--- src/rtl/rs_pkg.sv ---
`timescale 1ns/1ps
package rs_pkg;
  localparam int RS_TAG_W = 6;
  localparam int RS_SEQ_W = 6;
  localparam int RS_PAY_W = 16;
  localparam int RS_NSRC  = 2;

  typedef struct packed {
    logic [RS_PAY_W-1:0]               payload;
    logic [RS_TAG_W-1:0]               dst;
    logic [RS_SEQ_W-1:0]               seq;
    logic [RS_NSRC-1:0][RS_TAG_W-1:0]  src_tag;
    logic [RS_NSRC-1:0]                src_rdy;
  } rs_uop_t;

  // a is strictly younger than b under modular sequence arithmetic
  function automatic logic seq_younger(input logic [RS_SEQ_W-1:0] a,
                                       input logic [RS_SEQ_W-1:0] b);
    logic [RS_SEQ_W-1:0] d;
    d = a - b;
    return (d != '0) && !d[RS_SEQ_W-1];
  endfunction
endpackage

--- src/rtl/rs_free_pick.sv ---
`timescale 1ns/1ps
module rs_free_pick #(
  parameter int N = 8
) (
  input  logic [N-1:0] busy,
  output logic [N-1:0] pick_oh,
  output logic         any_free
);
  always_comb begin
    logic found;
    found   = 1'b0;
    pick_oh = '0;
    for (int i = 0; i < N; i++) begin
      if (!busy[i] && !found) begin
        pick_oh[i] = 1'b1;
        found      = 1'b1;
      end
    end
  end

  assign any_free = ~&busy;
endmodule

--- src/rtl/rs_entry.sv ---
`timescale 1ns/1ps
module rs_entry
  import rs_pkg::*;
(
  input  logic                clk,
  input  logic                rst_n,
  input  logic                alloc,
  input  rs_uop_t             din,
  input  logic                bcast_valid,
  input  logic [RS_TAG_W-1:0] bcast_tag,
  input  logic                issue_kill,
  input  logic                flush_valid,
  input  logic [RS_SEQ_W-1:0] flush_seq,
  output logic                valid,
  output logic                ready,
  output rs_uop_t             dout
);
  logic                valid_q;
  rs_uop_t             ent_q;
  logic [RS_NSRC-1:0]  hit_new;
  logic [RS_NSRC-1:0]  hit_old;
  logic                flush_hit;

  generate
    for (genvar s = 0; s < RS_NSRC; s++) begin : g_src
      assign hit_new[s] = bcast_valid && (din.src_tag[s]   == bcast_tag);
      assign hit_old[s] = bcast_valid && (ent_q.src_tag[s] == bcast_tag);
    end
  endgenerate

  assign flush_hit = flush_valid && seq_younger(ent_q.seq, flush_seq);

  always_ff @(posedge clk or negedge rst_n) begin
    if (!rst_n) begin
      valid_q <= 1'b0;
      ent_q   <= '0;
    end else if (alloc) begin
      valid_q       <= 1'b1;
      ent_q         <= din;
      ent_q.src_rdy <= din.src_rdy | hit_new;
    end else begin
      if (issue_kill || flush_hit) valid_q <= 1'b0;
      ent_q.src_rdy <= ent_q.src_rdy | hit_old;
    end
  end

  assign valid = valid_q;
  assign ready = valid_q && (&ent_q.src_rdy);
  assign dout  = ent_q;

  // Readiness of a resident entry only appears after a result broadcast
  AST_WAKE_NEEDS_BCAST: assert property (@(posedge clk) disable iff (!rst_n)
    (valid_q && $past(valid_q) && !$past(alloc) && $rose(ready)) |-> $past(bcast_valid));

  // A granted entry is gone after the edge
  AST_ISSUED_LEAVES: assert property (@(posedge clk) disable iff (!rst_n)
    issue_kill |=> !valid_q);
endmodule

--- src/rtl/rs_age_matrix.sv ---
`timescale 1ns/1ps
module rs_age_matrix #(
  parameter int N = 8
) (
  input  logic         clk,
  input  logic         rst_n,
  input  logic [N-1:0] alloc_oh,
  input  logic [N-1:0] req,
  output logic [N-1:0] gnt
);
  // older_q[i][j] set: slot i holds an older micro-op than slot j
  logic [N-1:0] older_q [N];
  logic [N-1:0] blocked;

  always_ff @(posedge clk or negedge rst_n) begin
    if (!rst_n) begin
      for (int i = 0; i < N; i++) older_q[i] <= '0;
    end else begin
      for (int i = 0; i < N; i++) begin
        for (int j = 0; j < N; j++) begin
          if (i != j) begin
            if (alloc_oh[j])      older_q[i][j] <= 1'b1;
            else if (alloc_oh[i]) older_q[i][j] <= 1'b0;
          end
        end
      end
    end
  end

  generate
    for (genvar i = 0; i < N; i++) begin : g_sel
      always_comb begin
        blocked[i] = 1'b0;
        for (int j = 0; j < N; j++) begin
          if (j != i && req[j] && older_q[j][i]) blocked[i] = 1'b1;
        end
      end
      assign gnt[i] = req[i] && !blocked[i];
    end
  endgenerate

  AST_GRANT_ONEHOT: assert property (@(posedge clk) disable iff (!rst_n)
    $onehot0(gnt));

  AST_GRANT_WHEN_REQ: assert property (@(posedge clk) disable iff (!rst_n)
    (|req) |-> (|gnt));
endmodule

--- src/rtl/rs_wakeup_select.sv ---
`timescale 1ns/1ps
module rs_wakeup_select
  import rs_pkg::*;
#(
  parameter int NUM_ENTRIES = 8
) (
  input  logic                clk,
  input  logic                rst_n,
  input  logic                disp_valid,
  output logic                disp_ready,
  input  logic [RS_PAY_W-1:0] disp_payload,
  input  logic [RS_TAG_W-1:0] disp_dst_tag,
  input  logic [RS_TAG_W-1:0] disp_src0_tag,
  input  logic                disp_src0_rdy,
  input  logic [RS_TAG_W-1:0] disp_src1_tag,
  input  logic                disp_src1_rdy,
  input  logic [RS_SEQ_W-1:0] disp_seq,
  input  logic                bcast_valid,
  input  logic [RS_TAG_W-1:0] bcast_tag,
  input  logic                flush_valid,
  input  logic [RS_SEQ_W-1:0] flush_seq,
  output logic                iss_valid,
  input  logic                iss_ready,
  output logic [RS_PAY_W-1:0] iss_payload,
  output logic [RS_TAG_W-1:0] iss_dst_tag,
  output logic [RS_TAG_W-1:0] iss_src0_tag,
  output logic [RS_TAG_W-1:0] iss_src1_tag,
  output logic [RS_SEQ_W-1:0] iss_seq
);
  localparam int N = NUM_ENTRIES;

  rs_uop_t      din;
  rs_uop_t      ent_vec [N];
  logic [N-1:0] valid_vec;
  logic [N-1:0] ready_vec;
  logic [N-1:0] pick_oh;
  logic [N-1:0] alloc_oh;
  logic [N-1:0] gnt;
  logic [N-1:0] kill_vec;
  logic         any_free;
  logic         disp_fire;
  logic         iss_fire;

  always_comb begin
    din            = '0;
    din.payload    = disp_payload;
    din.dst        = disp_dst_tag;
    din.seq        = disp_seq;
    din.src_tag[0] = disp_src0_tag;
    din.src_tag[1] = disp_src1_tag;
    din.src_rdy[0] = disp_src0_rdy;
    din.src_rdy[1] = disp_src1_rdy;
  end

  rs_free_pick #(.N(N)) u_pick (
    .busy     (valid_vec),
    .pick_oh  (pick_oh),
    .any_free (any_free)
  );

  assign disp_ready = any_free && !flush_valid;
  assign disp_fire  = disp_valid && disp_ready;
  assign alloc_oh   = pick_oh & {N{disp_fire}};

  rs_age_matrix #(.N(N)) u_age (
    .clk      (clk),
    .rst_n    (rst_n),
    .alloc_oh (alloc_oh),
    .req      (ready_vec),
    .gnt      (gnt)
  );

  assign iss_valid = (|ready_vec) && !flush_valid;
  assign iss_fire  = iss_valid && iss_ready;
  assign kill_vec  = gnt & {N{iss_fire}};

  generate
    for (genvar i = 0; i < N; i++) begin : g_ent
      rs_entry u_ent (
        .clk         (clk),
        .rst_n       (rst_n),
        .alloc       (alloc_oh[i]),
        .din         (din),
        .bcast_valid (bcast_valid),
        .bcast_tag   (bcast_tag),
        .issue_kill  (kill_vec[i]),
        .flush_valid (flush_valid),
        .flush_seq   (flush_seq),
        .valid       (valid_vec[i]),
        .ready       (ready_vec[i]),
        .dout        (ent_vec[i])
      );
    end
  endgenerate

  // AND-OR issue multiplexer driven by the one-hot grant
  always_comb begin
    iss_payload  = '0;
    iss_dst_tag  = '0;
    iss_src0_tag = '0;
    iss_src1_tag = '0;
    iss_seq      = '0;
    for (int i = 0; i < N; i++) begin
      if (gnt[i]) begin
        iss_payload  = iss_payload  | ent_vec[i].payload;
        iss_dst_tag  = iss_dst_tag  | ent_vec[i].dst;
        iss_src0_tag = iss_src0_tag | ent_vec[i].src_tag[0];
        iss_src1_tag = iss_src1_tag | ent_vec[i].src_tag[1];
        iss_seq      = iss_seq      | ent_vec[i].seq;
      end
    end
  end

  // ---------------- checker logic ----------------
  logic                older_ready_exists;
  logic                flush_q;
  logic [RS_SEQ_W-1:0] flush_seq_q;
  logic                survivor_bad;

  always_comb begin
    older_ready_exists = 1'b0;
    survivor_bad       = 1'b0;
    for (int i = 0; i < N; i++) begin
      if (ready_vec[i] && seq_younger(iss_seq, ent_vec[i].seq)) older_ready_exists = 1'b1;
      if (valid_vec[i] && seq_younger(ent_vec[i].seq, flush_seq_q)) survivor_bad = 1'b1;
    end
  end

  always_ff @(posedge clk or negedge rst_n) begin
    if (!rst_n) begin
      flush_q     <= 1'b0;
      flush_seq_q <= '0;
    end else begin
      flush_q     <= flush_valid;
      flush_seq_q <= flush_seq;
    end
  end

  AST_OLDEST_ISSUED: assert property (@(posedge clk) disable iff (!rst_n)
    iss_valid |-> !older_ready_exists);

  AST_FLUSH_DONE: assert property (@(posedge clk) disable iff (!rst_n)
    flush_q |-> !survivor_bad);

  AST_NO_OVERFLOW: assert property (@(posedge clk) disable iff (!rst_n)
    disp_fire |=> ($countones(valid_vec) ==
                   $past($countones(valid_vec)) + 1 - ($past(iss_fire) ? 1 : 0)));

  AST_HOLD_OFFER: assert property (@(posedge clk) disable iff (!rst_n)
    (iss_valid && !iss_ready && !bcast_valid) |=>
      (flush_valid || (iss_valid && iss_seq == $past(iss_seq))));
endmodule

--- config.mk ---
export PLATFORM = sky130hd
export DESIGN_NAME = rs_wakeup_select
export DESIGN_NICKNAME = d
export VERILOG_FILES = /design/src/rtl/rs_pkg.sv /design/src/rtl/rs_free_pick.sv /design/src/rtl/rs_entry.sv /design/src/rtl/rs_age_matrix.sv /design/src/rtl/rs_wakeup_select.sv
export SDC_FILE = /design/constraint.sdc
export NUM_CORES = 1
export LEC_CHECK = 0
export ABC_CLOCK_PERIOD_IN_PS = 1750
export BUFFER_PORTS_ARGS = -buffer_cell sky130_fd_sc_hd__buf_2
export CAP_MARGIN = 15
export CORE_AREA = 2 2 231 233
export DETAILED_ROUTE_END_ITERATION = 7
export DIE_AREA = 0 0 233 235
export GPL_TIMING_DRIVEN = 0
export SYNTH_ARGS = -nofsm -noshare
export SYNTH_HDL_FRONTEND = slang
export SYNTH_SLANG_ARGS = --single-unit
--- constraint.sdc ---
create_clock -name clk -period 1.75 [get_ports clk]
set_input_delay 0.175 -clock clk [delete_from_list [all_inputs] [get_ports clk]]
set_output_delay 0.175 -clock clk [all_outputs]
set_load 0.05 [all_outputs]
==> flow_summary.yaml <==
synthesis:
  yosys.area.top_type: "dfrtp_1"
  yosys_warnings: 0
  synth_top_area_share_pct: 48.30
  synthesis.nets: 2555
  syn_inst: 2447
  synth_ff_type: "dfrtp_1"
  seq_area_frac_synth_pct: 48.30
  syn-cell-area_um2: 20720
  ys_types: 53
  ys_ff_latch: 400
  synth-edff-count: 0
  synth_area_leaders: "dfrtp_1 (48%), nand2_1 (14%), o21ai_0 (3.4%)"
  avgSynthCellArea_um2: 8.470
  async_flop_share_pct: 100.0
placed_design:
  placed_cell_area_um2: 23410
  place_hpwl_um: 61750
  gp_congestion: 0.9831
  port_buffers: 53
clock_tree:
  tritoncts: "built"
  root_buffer: "clkbuf_16"
  cts_sinks: 400
  cts_made_buffers: 46
  htreeDepth: 2
  clkTransAtPathRegs_ns: 0.06
  insertion_delay_ns: 0.63
  cts.path.max_buffers: 3
routing:
  wl_um: 94210
  via_per_inst: 5.900
  drc: 0
  drtIter0Drc: 2500
  first_pass_iters: 6
  drtAntennaViolNets: 0
  wl_per_cell_um: 27.47
  dr_total_vias: 20236
worst_hold_path:
  hold_path_depth: 3
  hold_end: "g_ent[5].u_ent.dout[10]$_DFFE_PN0P_"
  hold_start: "disp_src1_tag[2]"
  hold_class: "in2reg"
floorplan:
  initial_core_util_pct: 39.68
  rows: 84
  die_y_um: 235
  core-area_um2: 52240
  dieArea_um2: 54760
  design.portCount: 102
  die-width_um: 233
sta:
  rsz0062_at_grt: "true"
  min_period_ns: 2.947
  tightest_slew_ns: 1.006
  fin_crit_sh_pct: 168.4
  finalSetupViolCount: 407
  fin_hold_ws_ns: 0.03362
  setup_ws_ns: -1.197
  slew_violations: 0
  finalHoldViolCount: 0
  clock_skew_ns: 0.03798
  setup-tns-final_ns: -145.99
  max_freq_ghz: 0.3394
  maxSlewHeadroom_pct: 32.95
power_and_ir_drop:
  pwr-share-comb_pct: 34.5
  total_power_mw: 33.73
  p_sw_mw: 12.57
  p_seq_share_pct: 36.7
  ir_drop_v: 0.0008257
  pwr-share-clk_pct: 28.8
  p_int_mw: 21.16
  swShare_pct: 37.26
  leakagePower_nw: 13.91
  power_density_nw_per_um2: 1176
worst_setup_path:
  r2r_cells: 6
  crit_arrival_ns: 2.77
  reg2reg_to: "g_ent[5].u_ent.valid$_DFFE_PN0P_"
  critPathLaunchType: "flip-flop"
  reg2reg_from: "g_ent[2].u_ent.dout[0]$_DFF_PN0_"
  cp-end-kind: "output pin"
  cp_max_fo: 6
  path_class: "reg2out"
  worstPathRequired_ns: 1.57
  r2r_slack_ns: -0.60
run:
  max_cap_violations: 0
grt:
  grt_pass1_vias: 20025
  grt-ovfl-total: 0
  antenna_found_initial: 5
  grt_max_degree: 112
  grt_pass1_wl_um: 134300
  grt.total_usage_pct: 33.81
status:
  status: "complete, but fails checks"
  violations: "negative setup slack"
cells_and_area:
  area_delta_synth_final_pct: 38.37
  drive_gt1_share_pct: 22.59
  nets: 2817
  design_area_um2: 28680
  fill_cells: 4596
[power by group through the flow]
| stage | sequential, mW | combinational [mW] | clock (mW) |
|---|---|---|---|
| 2_1_floorplan | 12.1 | 6.68 | 0 |
| 3_3_place_gp | 12.4 | 9.19 | 0 |
| 3_5_place_dp | 12.4 | 9.44 | 0 |
| 4_1_cts | 12.3 | 11.0 | 9.78 |
| 5_1_grt | 12.5 | 12.4 | 10.1 |
| 6_report | 12.4 | 11.6 | 9.71 |
[routing by layer]
metal  up-vias  share of wire, %  track usage [%]
li1       8655                 -                -
met1     10046                39            45.16
met2      1205                44            50.07
met3       330                11            7.415
met4         0               6.9            20.32
met5         -                 0                0
[logic make-up (layout without fill, tap and decap cells)]
| group | count (synthesis) | after routing | share of synthesized area [%] |
|---|---|---|---|
| AO/OA/AOI/OAI | 341 | 341 | 10.66 |
| XOR/XNOR | 138 | 138 | 5.832 |
| adder cells (fa/ha/maj) | 48 | 48 | 3.188 |
| buffers and inverters | 332 | 625 | 6.864 |
| flip-flops | 400 | 400 | 48.30 |
| multiplexers | 8 | 8 | 0.4347 |
| other | 0 | 2 | 0 |
| AND/OR/NAND/NOR | 1180 | 1180 | 24.73 |
[stage by stage]
| step | setup WS (ns) | cells | util, % |
|---|---|---|---|
| after global routing | -1.241 | 3429 | 54.89 |
| after global placement | -7.769 | 3188 | 44.59 |
| after floorplan | -0.2778 | 2447 | - |
| after detailed placement | -1.512 | 3193 | 44.81 |
| final | -1.197 | 3430 | 54.90 |
| after CTS | -1.169 | 3383 | 52.93 |
[flip-flops by register name, indices dropped and copies added (netlist names)]
register,cells
g_ent.u_ent.valid,8
u_age.older_q,56
g_ent.u_ent.dout,336
[worst max path at each step]
| stage | end | start | cells past startpoint | slack [ns] |
|---|---|---|---|---|
| final | iss_src0_tag[3] | g_ent[4].u_ent.valid$_DFFE_PN0P_ | 10 | -1.20 |
| after global routing | iss_src0_tag[3] | g_ent[4].u_ent.valid$_DFFE_PN0P_ | 10 | -1.24 |
| after CTS | iss_src0_tag[3] | g_ent[2].u_ent.valid$_DFFE_PN0P_ | 10 | -1.17 |
| after detailed placement | iss_src1_tag[5] | g_ent[5].u_ent.valid$_DFFE_PN0P_ | 9 | -1.51 |
| after global placement | g_ent[4].u_ent.dout[31]$_DFFE_PN0P_ | rst_n | 1 | -7.77 |
| after floorplan | iss_seq[3] | g_ent[5].u_ent.valid$_DFFE_PN0P_ | 7 | -0.28 |
[cell usage in the layout, fill, tap and decap left out, types with 7 or more instances in the layout]
master         instances
a22oi_1               48
nor2_1                40
buf_6                 57
clkbuf_4              12
nand3_4               30
clkbuf_8              26
nand2_1              787
nand3_2               13
a2111oi_4             39
inv_1                137
dlygate4sd3_1         41
a21oi_1               43
buf_12                47
nand4_1               78
xor2_1                62
buf_8                 52
clkbuf_2               9
nor2_4                 7
nor4_1                18
xnor2_1               75
fa_1                   8
nor3_1               111
nand2b_1              21
o22ai_1                7
clkbuf_16             66
buf_4                 78
buf_16                 8
a22oi_2               32
buf_2                 27
ha_1                  40
nor3_4                 8
o21ai_1               46
dfrtp_1              391
dfrtp_2                9
clkbuf_1              54
o21ai_0               89
or2_2                  7
nor3_2                22
[cells in the mapped netlist (3+ instances only)]
| cell type | instances |
|---|---|
| a2111oi_0 | 41 |
| inv_1 | 138 |
| fa_1 | 8 |
| nor3_1 | 139 |
| or2_2 | 7 |
| nor2_1 | 51 |
| or3_1 | 4 |
| nand4_1 | 78 |
| xnor2_1 | 75 |
| nand3_1 | 43 |
| a31oi_1 | 8 |
| a221oi_1 | 3 |
| buf_2 | 66 |
| nor2b_1 | 4 |
| a22oi_1 | 80 |
| o21ai_0 | 140 |
| buf_4 | 21 |
| and3_1 | 7 |
| a21oi_1 | 45 |
| o22ai_1 | 7 |
| clkbuf_1 | 103 |
| xor2_1 | 63 |
| nor4_1 | 18 |
| ha_1 | 40 |
| nand2_1 | 793 |
| a22o_1 | 3 |
| nand2b_1 | 23 |
| dfrtp_1 | 400 |
| mux2_2 | 8 |
[repair_timing]
| item | 4_1_cts | 5_1_grt |
|---|---|---|
| hold buffers | 41 | 0 |
| setup buffers | 64 | 43 |
| hold endpoints to repair | 348 | 0 |
| pin swaps | 58 | 45 |
| gates cloned | 8 | 9 |
| endpoints found under the setup margin | 442 | 426 |
| gates resized for setup | 382 | 198 |
[cell type report]
| cell class | instances | area, um2 | share of cell area [%] |
|---|---|---|---|
| timing repair buffer | 218 | 2698 | 9.407 |
| inverter | 138 | 521.8 | 1.819 |
| sequential | 400 | 10020 | 34.94 |
| tap | 688 | 860.8 | 3.002 |
| clock buffer | 70 | 1353 | 4.717 |
| antenna | 2 | 5.005 | 0.01745 |
| clock inverter | 9 | 113.9 | 0.3970 |
| buffer | 190 | 2044 | 7.129 |
| multi-input combinational | 1715 | 11060 | 38.57 |
[critical path: stages (launching register included)]
cell and delay, ns:
dfrtp_2 0.45, buf_12 0.15, nand4_1 0.07, nand4_1 0.19
a2111oi_4 0.37, buf_6 0.23, buf_12 0.13, buf_12 0.15
a22oi_2 0.09, nand3_2 0.14, buf_8 0.17
No activity file was read; power rests on OpenSTA's default activity.
